## src/rtl/sclk_div_pkg.sv

```systemverilog
package sclk_div_pkg;
  localparam int unsigned HALF_TICKS = 11;
  localparam int unsigned PERIOD_TICKS = 2 * HALF_TICKS;
  localparam int unsigned QUARTER_TICKS = (HALF_TICKS + 1) / 2;
endpackage

```

## src/rtl/sclk_div_cfg.sv

```systemverilog
module sclk_div_cfg #(
  parameter int unsigned A_W = 2,
  parameter int unsigned B_W = 6
) (
  input  logic           clk_i,
  input  logic           rst_ni,
  input  logic           load_i,
  input  logic [A_W-1:0] div_a_i,
  input  logic [B_W-1:0] div_b_i,
  output logic [A_W-1:0] act_a_o,
  output logic [B_W-1:0] act_b_o
);
  // inputs act as the pending value; capture only at idle points
  always_ff @(posedge clk_i or negedge rst_ni) begin
    if (!rst_ni) begin
      act_a_o <= '0;
      act_b_o <= '0;
    end else if (load_i) begin
      act_a_o <= div_a_i;
      act_b_o <= div_b_i;
    end
  end
endmodule

```

## src/rtl/sclk_div_stage.sv

```systemverilog
module sclk_div_stage #(
  parameter int unsigned W = 2
) (
  input  logic         clk_i,
  input  logic         rst_ni,
  input  logic         clr_i,
  input  logic         step_i,
  input  logic [W-1:0] lim_i,
  output logic         wrap_o
);
  logic [W-1:0] cnt_q;
  logic         at_lim;

  // >= keeps the wrap safe if the limit drops below the running count
  assign at_lim = (cnt_q >= lim_i);
  assign wrap_o = step_i && !clr_i && at_lim;

  always_ff @(posedge clk_i or negedge rst_ni) begin
    if (!rst_ni)       cnt_q <= '0;
    else if (clr_i)    cnt_q <= '0;
    else if (step_i)   cnt_q <= at_lim ? '0 : cnt_q + 1'b1;
  end
endmodule

```

## src/rtl/sclk_div_phase.sv

```systemverilog
module sclk_div_phase
  import sclk_div_pkg::*;
(
  input  logic clk_i,
  input  logic rst_ni,
  input  logic clr_i,
  input  logic step_i,
  output logic scl_o,
  output logic tick_o
);
  localparam int unsigned PW = $clog2(PERIOD_TICKS);
  localparam logic [PW-1:0] LAST = PW'(PERIOD_TICKS - 1);
  localparam logic [PW-1:0] Q1   = PW'(QUARTER_TICKS);
  localparam logic [PW-1:0] Q2   = PW'(HALF_TICKS);
  localparam logic [PW-1:0] Q3   = PW'(HALF_TICKS + QUARTER_TICKS);

  logic [PW-1:0] ph_q, ph_nxt;
  logic          mark;
  logic          tick_q;

  assign ph_nxt = (ph_q == LAST) ? '0 : ph_q + 1'b1;
  assign mark   = (ph_nxt == '0) || (ph_nxt == Q1) || (ph_nxt == Q2) || (ph_nxt == Q3);

  always_ff @(posedge clk_i or negedge rst_ni) begin
    if (!rst_ni) begin
      ph_q   <= '0;
      tick_q <= 1'b0;
    end else if (clr_i) begin
      ph_q   <= '0;
      tick_q <= 1'b0;
    end else begin
      tick_q <= step_i && mark;
      if (step_i) ph_q <= ph_nxt;
    end
  end

  assign scl_o  = (ph_q < Q2);
  assign tick_o = tick_q;
endmodule

```

## src/rtl/sclk_div_top.sv

```systemverilog
module sclk_div_top #(
  parameter int unsigned A_W = 2,
  parameter int unsigned B_W = 6
) (
  input  logic           clk_i,
  input  logic           rst_ni,
  input  logic           en_i,
  input  logic           bus_idle_i,
  input  logic [A_W-1:0] div_a_i,
  input  logic [B_W-1:0] div_b_i,
  output logic           tick_o,
  output logic           scl_o
);
  logic [A_W-1:0] act_a;
  logic [B_W-1:0] act_b;
  logic           clr;
  logic           wrap_a, wrap_b;

  assign clr = !en_i;

  sclk_div_cfg #(.A_W(A_W), .B_W(B_W)) u_cfg (
    .clk_i   (clk_i),
    .rst_ni  (rst_ni),
    .load_i  (bus_idle_i || !en_i),
    .div_a_i (div_a_i),
    .div_b_i (div_b_i),
    .act_a_o (act_a),
    .act_b_o (act_b)
  );

  sclk_div_stage #(.W(A_W)) u_stage_a (
    .clk_i  (clk_i),
    .rst_ni (rst_ni),
    .clr_i  (clr),
    .step_i (en_i),
    .lim_i  (act_a),
    .wrap_o (wrap_a)
  );

  sclk_div_stage #(.W(B_W)) u_stage_b (
    .clk_i  (clk_i),
    .rst_ni (rst_ni),
    .clr_i  (clr),
    .step_i (wrap_a),
    .lim_i  (act_b),
    .wrap_o (wrap_b)
  );

  sclk_div_phase u_phase (
    .clk_i  (clk_i),
    .rst_ni (rst_ni),
    .clr_i  (clr),
    .step_i (wrap_b),
    .scl_o  (scl_o),
    .tick_o (tick_o)
  );
endmodule

```

## config.mk

```make
export PLATFORM = sky130hd
export DESIGN_NAME = sclk_div_top
export DESIGN_NICKNAME = d
export VERILOG_FILES = /design/src/rtl/sclk_div_pkg.sv /design/src/rtl/sclk_div_cfg.sv /design/src/rtl/sclk_div_stage.sv /design/src/rtl/sclk_div_phase.sv /design/src/rtl/sclk_div_top.sv
export SDC_FILE = /design/constraint.sdc
export NUM_CORES = 1
export LEC_CHECK = 0
export ABC_AREA = 0
export BUFFER_PORTS_ARGS = -buffer_cell sky130_fd_sc_hd__buf_2
export CAP_MARGIN = 20
export CORE_AREA = 2 2 74 76
export DETAILED_ROUTE_END_ITERATION = 10
export DIE_AREA = 0 0 76 78
export PLACE_DENSITY = 0.57
export SYNTH_ARGS = -nofsm -noshare
export SYNTH_HDL_FRONTEND = slang
export SYNTH_HIERARCHICAL = 1
export SYNTH_SLANG_ARGS = --single-unit
```

## constraint.sdc

```tcl
create_clock -name clk_i -period 2.05 [get_ports clk_i]
set_clock_uncertainty 0.2 [all_clocks]
set_input_delay 0.1025 -clock clk_i [delete_from_list [all_inputs] [get_ports clk_i]]
set_output_delay 0.1025 -clock clk_i [all_outputs]
set_load 0.01 [all_outputs]
```

* Word level (Yosys, flattened, before mapping)
Cells that the tools add are included.
Widths: inputs -> output; s select.
** Cells by class
- Reduce and logical (&&, ||, !) cells :: 10
- Add/subtract/negate cells :: 3
- Eq/ne operators :: 6
- Order comparisons :: 3
- Multiplexer cells :: 9
** Operators with widths (number)
- $mux 6 :: 3
- $mux 5 :: 3
- $eq 5x5->1 const B :: 2
- $add 6x1->6 const B :: 1
- $ge 6x6->1 :: 1
- $add 5x1->5 const B :: 1
- $eq 5x3->1 const B :: 1
- $eq 5x4->1 const B :: 1
- $logic_not 5->1 :: 1
- $lt 5x4->1 const B :: 1
- $logic_and 1x1->1 :: 4
- $logic_or 1x1->1 :: 4
- $mux 2 :: 2
- $ne 2x1->1 const B :: 2
- $add 2x1->2 const B :: 1
- $ge 2x2->1 :: 1
- $logic_not 1->1 :: 1
- $mux 1 :: 1
** Word-level totals
- Logic and storage cells :: 37
- Bits of input ports :: 12
- Register bits after elaboration :: 22
- Output and inout bits :: 2

* Depth between registers and ports, before layout
- Depth after elaboration :: 8
- Gate-level depth with buffers :: 10
- Depth with buffers taken out :: 9

* Cells and area by module
Netlist, hierarchy kept.
** By module, submodules not included
- sclk_div_phase :: seq. area each 150.1 um2, area each 495.5 um2, instances 1, cells an instance 55
- sclk_div_stage (u_stage_b) :: seq. area each 150.1 um2, area each 475.5 um2, instances 1, cells an instance 54
- sclk_div_cfg :: seq. area each 200.2 um2, area each 331.6 um2, instances 1, cells an instance 17
- sclk_div_stage (u_stage_a) :: seq. area each 50.0 um2, area each 165.2 um2, instances 1, cells an instance 17
- sclk_div_top :: seq. area each 0.0 um2, area each 10.0 um2, instances 1, cells an instance 2

* Least setup slack after synthesis
Ideal clock, no wire load.
- Path type :: register to register
- Start point :: register u_stage_a.cnt_q[0]
- End point :: register u_phase.ph_q[2]
- Clock period less this slack :: 2.237 ns
- Stages on the path, launching flop included :: 11
- Arrival :: 1.905 ns
- Required time :: 1.719 ns
- Path slack :: -0.187 ns
- Buffers on the path :: 1
- Setup time :: 0.131 ns
- Path through :: dfrtp_1 -> inv_1 -> ha_1 -> nand2b_1 -> a21oi_2 -> nor3b_1 -> and3_1 -> clkbuf_1 -> o21ai_0 -> a22oi_1 -> nor2_1
** Between the ends
- Longest elaborated chain between the ends :: 5
** Ends and longest elaborated chain
- from (decl) :: line sclk_div_stage.sv:11 : logic [W-1:0] cnt_q;
- from (signal assigned) :: line sclk_div_stage.sv:21 : else if (step_i) cnt_q <= at_lim ? '0 : cnt_q + 1'b1;
- $ge 2x2->1 :: line sclk_div_stage.sv:15 : assign at_lim = (cnt_q >= lim_i);
- $logic_and 1x1->1 :: line sclk_div_stage.sv:16 : assign wrap_o = step_i && !clr_i && at_lim;
- via wrap_a :: line sclk_div_top.sv:17 : logic wrap_a, wrap_b;
- $logic_and 1x1->1 (2 in series) :: line sclk_div_stage.sv:16
- via wrap_b :: line sclk_div_top.sv:17
- $ne 2x1->1 (no line)
- to (signal assigned) :: line sclk_div_phase.sv:33 : if (step_i) ph_q <= ph_nxt;
- to (decl) :: line sclk_div_phase.sv:17 : logic [PW-1:0] ph_q, ph_nxt;
The timed path passes the listed nets, and every way through them passes these cells.
A chain may end at the register's enable or synchronous reset.

* Worst setup path in the final report
- Start point :: register u_cfg.act_a_o[0]
- End point :: register u_stage_b.cnt_q[4]
** Between the ends
- Longest elaborated chain between the ends :: 3
** Ends and longest elaborated chain
- from (decl) :: line sclk_div_cfg.sv:10 : output logic [A_W-1:0] act_a_o,
- from (signal assigned) :: line sclk_div_cfg.sv:19 : act_a_o <= div_a_i;
- $ge 2x2->1 :: line sclk_div_stage.sv:15
- $logic_and 1x1->1 :: line sclk_div_stage.sv:16
- via wrap_a :: line sclk_div_top.sv:17
- $ne 2x1->1 (no line)
- to (signal assigned) :: line sclk_div_stage.sv:21
- to (decl) :: line sclk_div_stage.sv:11
The timed path passes the listed nets, and every way through them passes these cells.

==> metrics.md <==
| Metric | Value |
|---|---|
| Status | `finished with violations` |
| Failing checks | `negative hold slack` |
| CTS Root Cell | `clkbuf_8` |
| Total gr overflow | `0` |
| Die area | `5930 um^2` |
| Avg Cell Area, Syn | `10.2 um^2` |
| #FFs+latches synth | `22` |
| Tot Pwr | `0.963 mW` |
| Initial antenna violation count | `0` |
| Die width | `76 um` |
| R2R setup slack | `0.02 ns` |
| Max-cap violations | `0` |
| Most used cell, CP | `buf_4` |
| CP peak stage delay | `0.41 ns` |
| Drc violations | `0` |
| Setup Viol. Count Final | `0` |
| Cell count after placement | `241` |
| Die extent in y | `78 um` |
| Worst r2r src | `u_cfg/act_a_o[0]` |
| Most common cell in the synthesized netlist | `dfrtp_1` |
| Yosys top cell area share | `37.3%` |
| Hold depth | `2` |
| Total Nets Final | `213` |
| Final Max Slew Viols | `0` |
| Top FF cell, synth | `dfrtp_1` |
| Fill cell count | `515` |
| Hold path endpoint | `u_stage_a/cnt_q[0]` |
| Fin crit period | `2.03 ns` |
| Pre-antenna DRT Iters | `4` |
| IR drop worst, VDD | `0.265 mV` |
| Routed vias/inst | `4.46` |
| Synth area leaders | `dfrtp_1 (37%), ha_1 (11%), mux2_4 (8.1%)` |
| Hold Slack | `-0.000261 ns` |
| Yosys Warn Count | `6` |
| Mapped Nets | `170` |
| Clock Tree Buf Depth | `2` |
| EDFF count, synth | `0` |
| DP HPWL | `2130 um` |
| Cell Area, Synth | `1480 um^2` |
| Worst hold path type | `in2reg` |
| Worst-case reg-to-reg path depth | `8` |
| CP max stage cell | `dfrtp_1` |
| Final setup margin | `0.0221 ns` |
| DP Worst Slack | `-0.0434 ns` |
| Worst-Margin Slew | `0.550 ns` |
| Vias in the first global route | `1071` |
| Final WL | `2850 um` |
| RSZ-0062 raised after global routing | `yes` |
| Design area | `1970 um^2` |
| Rel. slew slack | `63.3%` |
| Worst-Skew Late Latency | `0.26 ns` |
| Final hold vios | `1` |
| TritonCTS buffer count | `3` |
| Pin count of the biggest net entering global routing | `23` |
| Max Clk Rate | `0.493 GHz` |
| GR Util All Layers | `10.0%` |
| Top post-synthesis cells by count | `dfrtp_1 (22), inv_1 (14), ha_1 (13)` |
| FF-to-FF End | `u_stage_b/cnt_q[4]` |
| Clock H-tree levels | `1` |
| Placed instance area | `1730 um^2` |
| Setup_tns | `0 ns` |
| LEAKAGE | `0.949 nW` |
| CP endpoint kind | `register` |
| Crit path DAT | `1.98 ns` |
| Initial drt markers | `26` |
| Via Count | `1145` |
| Required @ worst endpoint | `2.00 ns` |
| Ratio of cells with drive above 1 in the final layout | `35.8%` |
| Critical path cell sequence | `ha_4, nand2b_4, a21oi_4, nor3b_4, buf_4, nor2_1, buf_4, a211o_1` |
| Diode count | `0` |
| Reg clk slew, reported paths | `0.08 ns` |
| TritonCTS sink count | `22` |
| Min-Delay Startpoint | `en_i` |
| CTS tree | `built` |
| Final std cells w/o fill | `257` |
| Sequential share of the synthesized area | `37.3%` |
| Part of the cycle the worst path needs | `98.9%` |
| Cell taking the most area after synthesis | `dfrtp_1` |
| Routed WL per cell | `11.1 um` |
| Cell variety after synth | `46` |
| Core ar. | `5040 um^2` |
| Count of input and output buffers | `13` |
| CP Class | `reg2reg` |
| Core Util, Final | `39.0%` |
| Global-route wire length before repair | `4840 um` |
| Final GP Congestion | `0.782` |
| # rows | `26` |
| I/O pin count | `14` |
| Detail Route Antenna Nets | `0` |
| Pwr Density | `489 nW/um^2` |
| Syn Inst Count | `145` |
| P&R area growth vs syn | `33.1%` |
| CP Launch Type | `register` |
| Worst Path Max Fanout | `5` |
| Async S/R FF share, synth | `100%` |
| Initial Util | `29.3%` |
[report_power, final]
part / internal (mW) / switching [mW] / total, mW
clock network: 0.171 / 0.144 / 0.315
logic: 0.107 / 0.0778 / 0.184
registers: 0.452 / 0.0117 / 0.463
[state kept, by name, indices dropped and copies added, names as in the netlist]
signal and flops:
u_phase/tick_o 1, u_stage_b/cnt_q 6, u_stage_a/cnt_q 2, u_phase/ph_q 5, u_cfg/act_b_o 6, u_cfg/act_a_o 2
[worst max-delay path, delay by kind of cell (launching register included)]
| family | cells | cell delay [ns] |
|---|---|---|
| compound gates | 2 | 0.35 |
| flops | 1 | 0.41 |
| fa+ha+maj | 1 | 0.27 |
| buf+inv | 2 | 0.30 |
| simple gates | 3 | 0.39 |
[metal layers]
| metal | vias up | share of wire (%) | track usage (%) |
|---|---|---|---|
| li1 | 599 | - | - |
| met1 | 529 | 52 | 13.2 |
| met2 | 13 | 45 | 16.7 |
| met3 | 4 | 2.5 | 2.09 |
| met4 | 0 | 0.95 | 2.73 |
| met5 | - | 0 | 0 |
[layout by cell type (no fill, tap or decap), types with 4 or more instances in the layout]
master / Yosys / routed
nand3_1: 6 / 6
inv_1: 14 / 13
nor2_1: 6 / 5
ha_1: 13 / 12
buf_2: 0 / 13
nand2_1: 7 / 7
clkbuf_8: 0 / 4
a21oi_2: 2 / 4
nand2b_1: 5 / 4
dlygate4sd3_1: 0 / 9
o21ai_0: 7 / 7
mux2_4: 8 / 8
dfrtp_1: 22 / 22
buf_4: 2 / 20
a21oi_1: 9 / 6
[repair_timing]
item | in CTS | in global routing
setup buffers | 1 | 2
endpoints found under the hold margin | 30 | 0
endpoints found under the setup margin | 4 | 12
hold buffers | 9 | 0
pin swaps | 3 | 5
gates resized for setup | 0 | 13
[cell type report]
cell class              count  area [um^2]  area share, %
multi-input cells         104          905           46.0
flip-flops and latches     22          551           28.0
repair buffers             43          317           16.1
well taps                  70         87.6           4.45
clock buffers               4         55.1           2.80
inverters                  14         52.6           2.67
[logic make-up (layout without fill, tap and decap cells)]
family	count (synthesis)	in the layout	share of synthesized area, %
multiplexers	9	9	8.81
AO/OA/AOI/OAI	37	37	17.4
adder cells (fa/ha/maj)	13	13	11.0
buffers and inverters	19	61	6.60
AND/OR/NAND/NOR	43	43	17.7
flip-flops	22	22	37.3
XOR/XNOR	2	2	1.19
[worst max path at each step]
stage                  startpoint            endpoint  slack, ns  cells after the start
3_3_place_gp     u_cfg/act_b_o[0]      u_phase/tick_o      -0.02                      8
6_report         u_cfg/act_a_o[0]  u_stage_b/cnt_q[4]       0.02                      8
4_1_cts          u_cfg/act_b_o[0]      u_phase/tick_o     0.0004                      8
5_1_grt        u_stage_a/cnt_q[0]  u_stage_b/cnt_q[4]      -0.11                      9
2_1_floorplan  u_stage_b/cnt_q[0]     u_phase/ph_q[0]     0.0002                      9
3_5_place_dp     u_cfg/act_b_o[0]      u_phase/tick_o      -0.04                      8
Power figures use the tool's default switching activity.
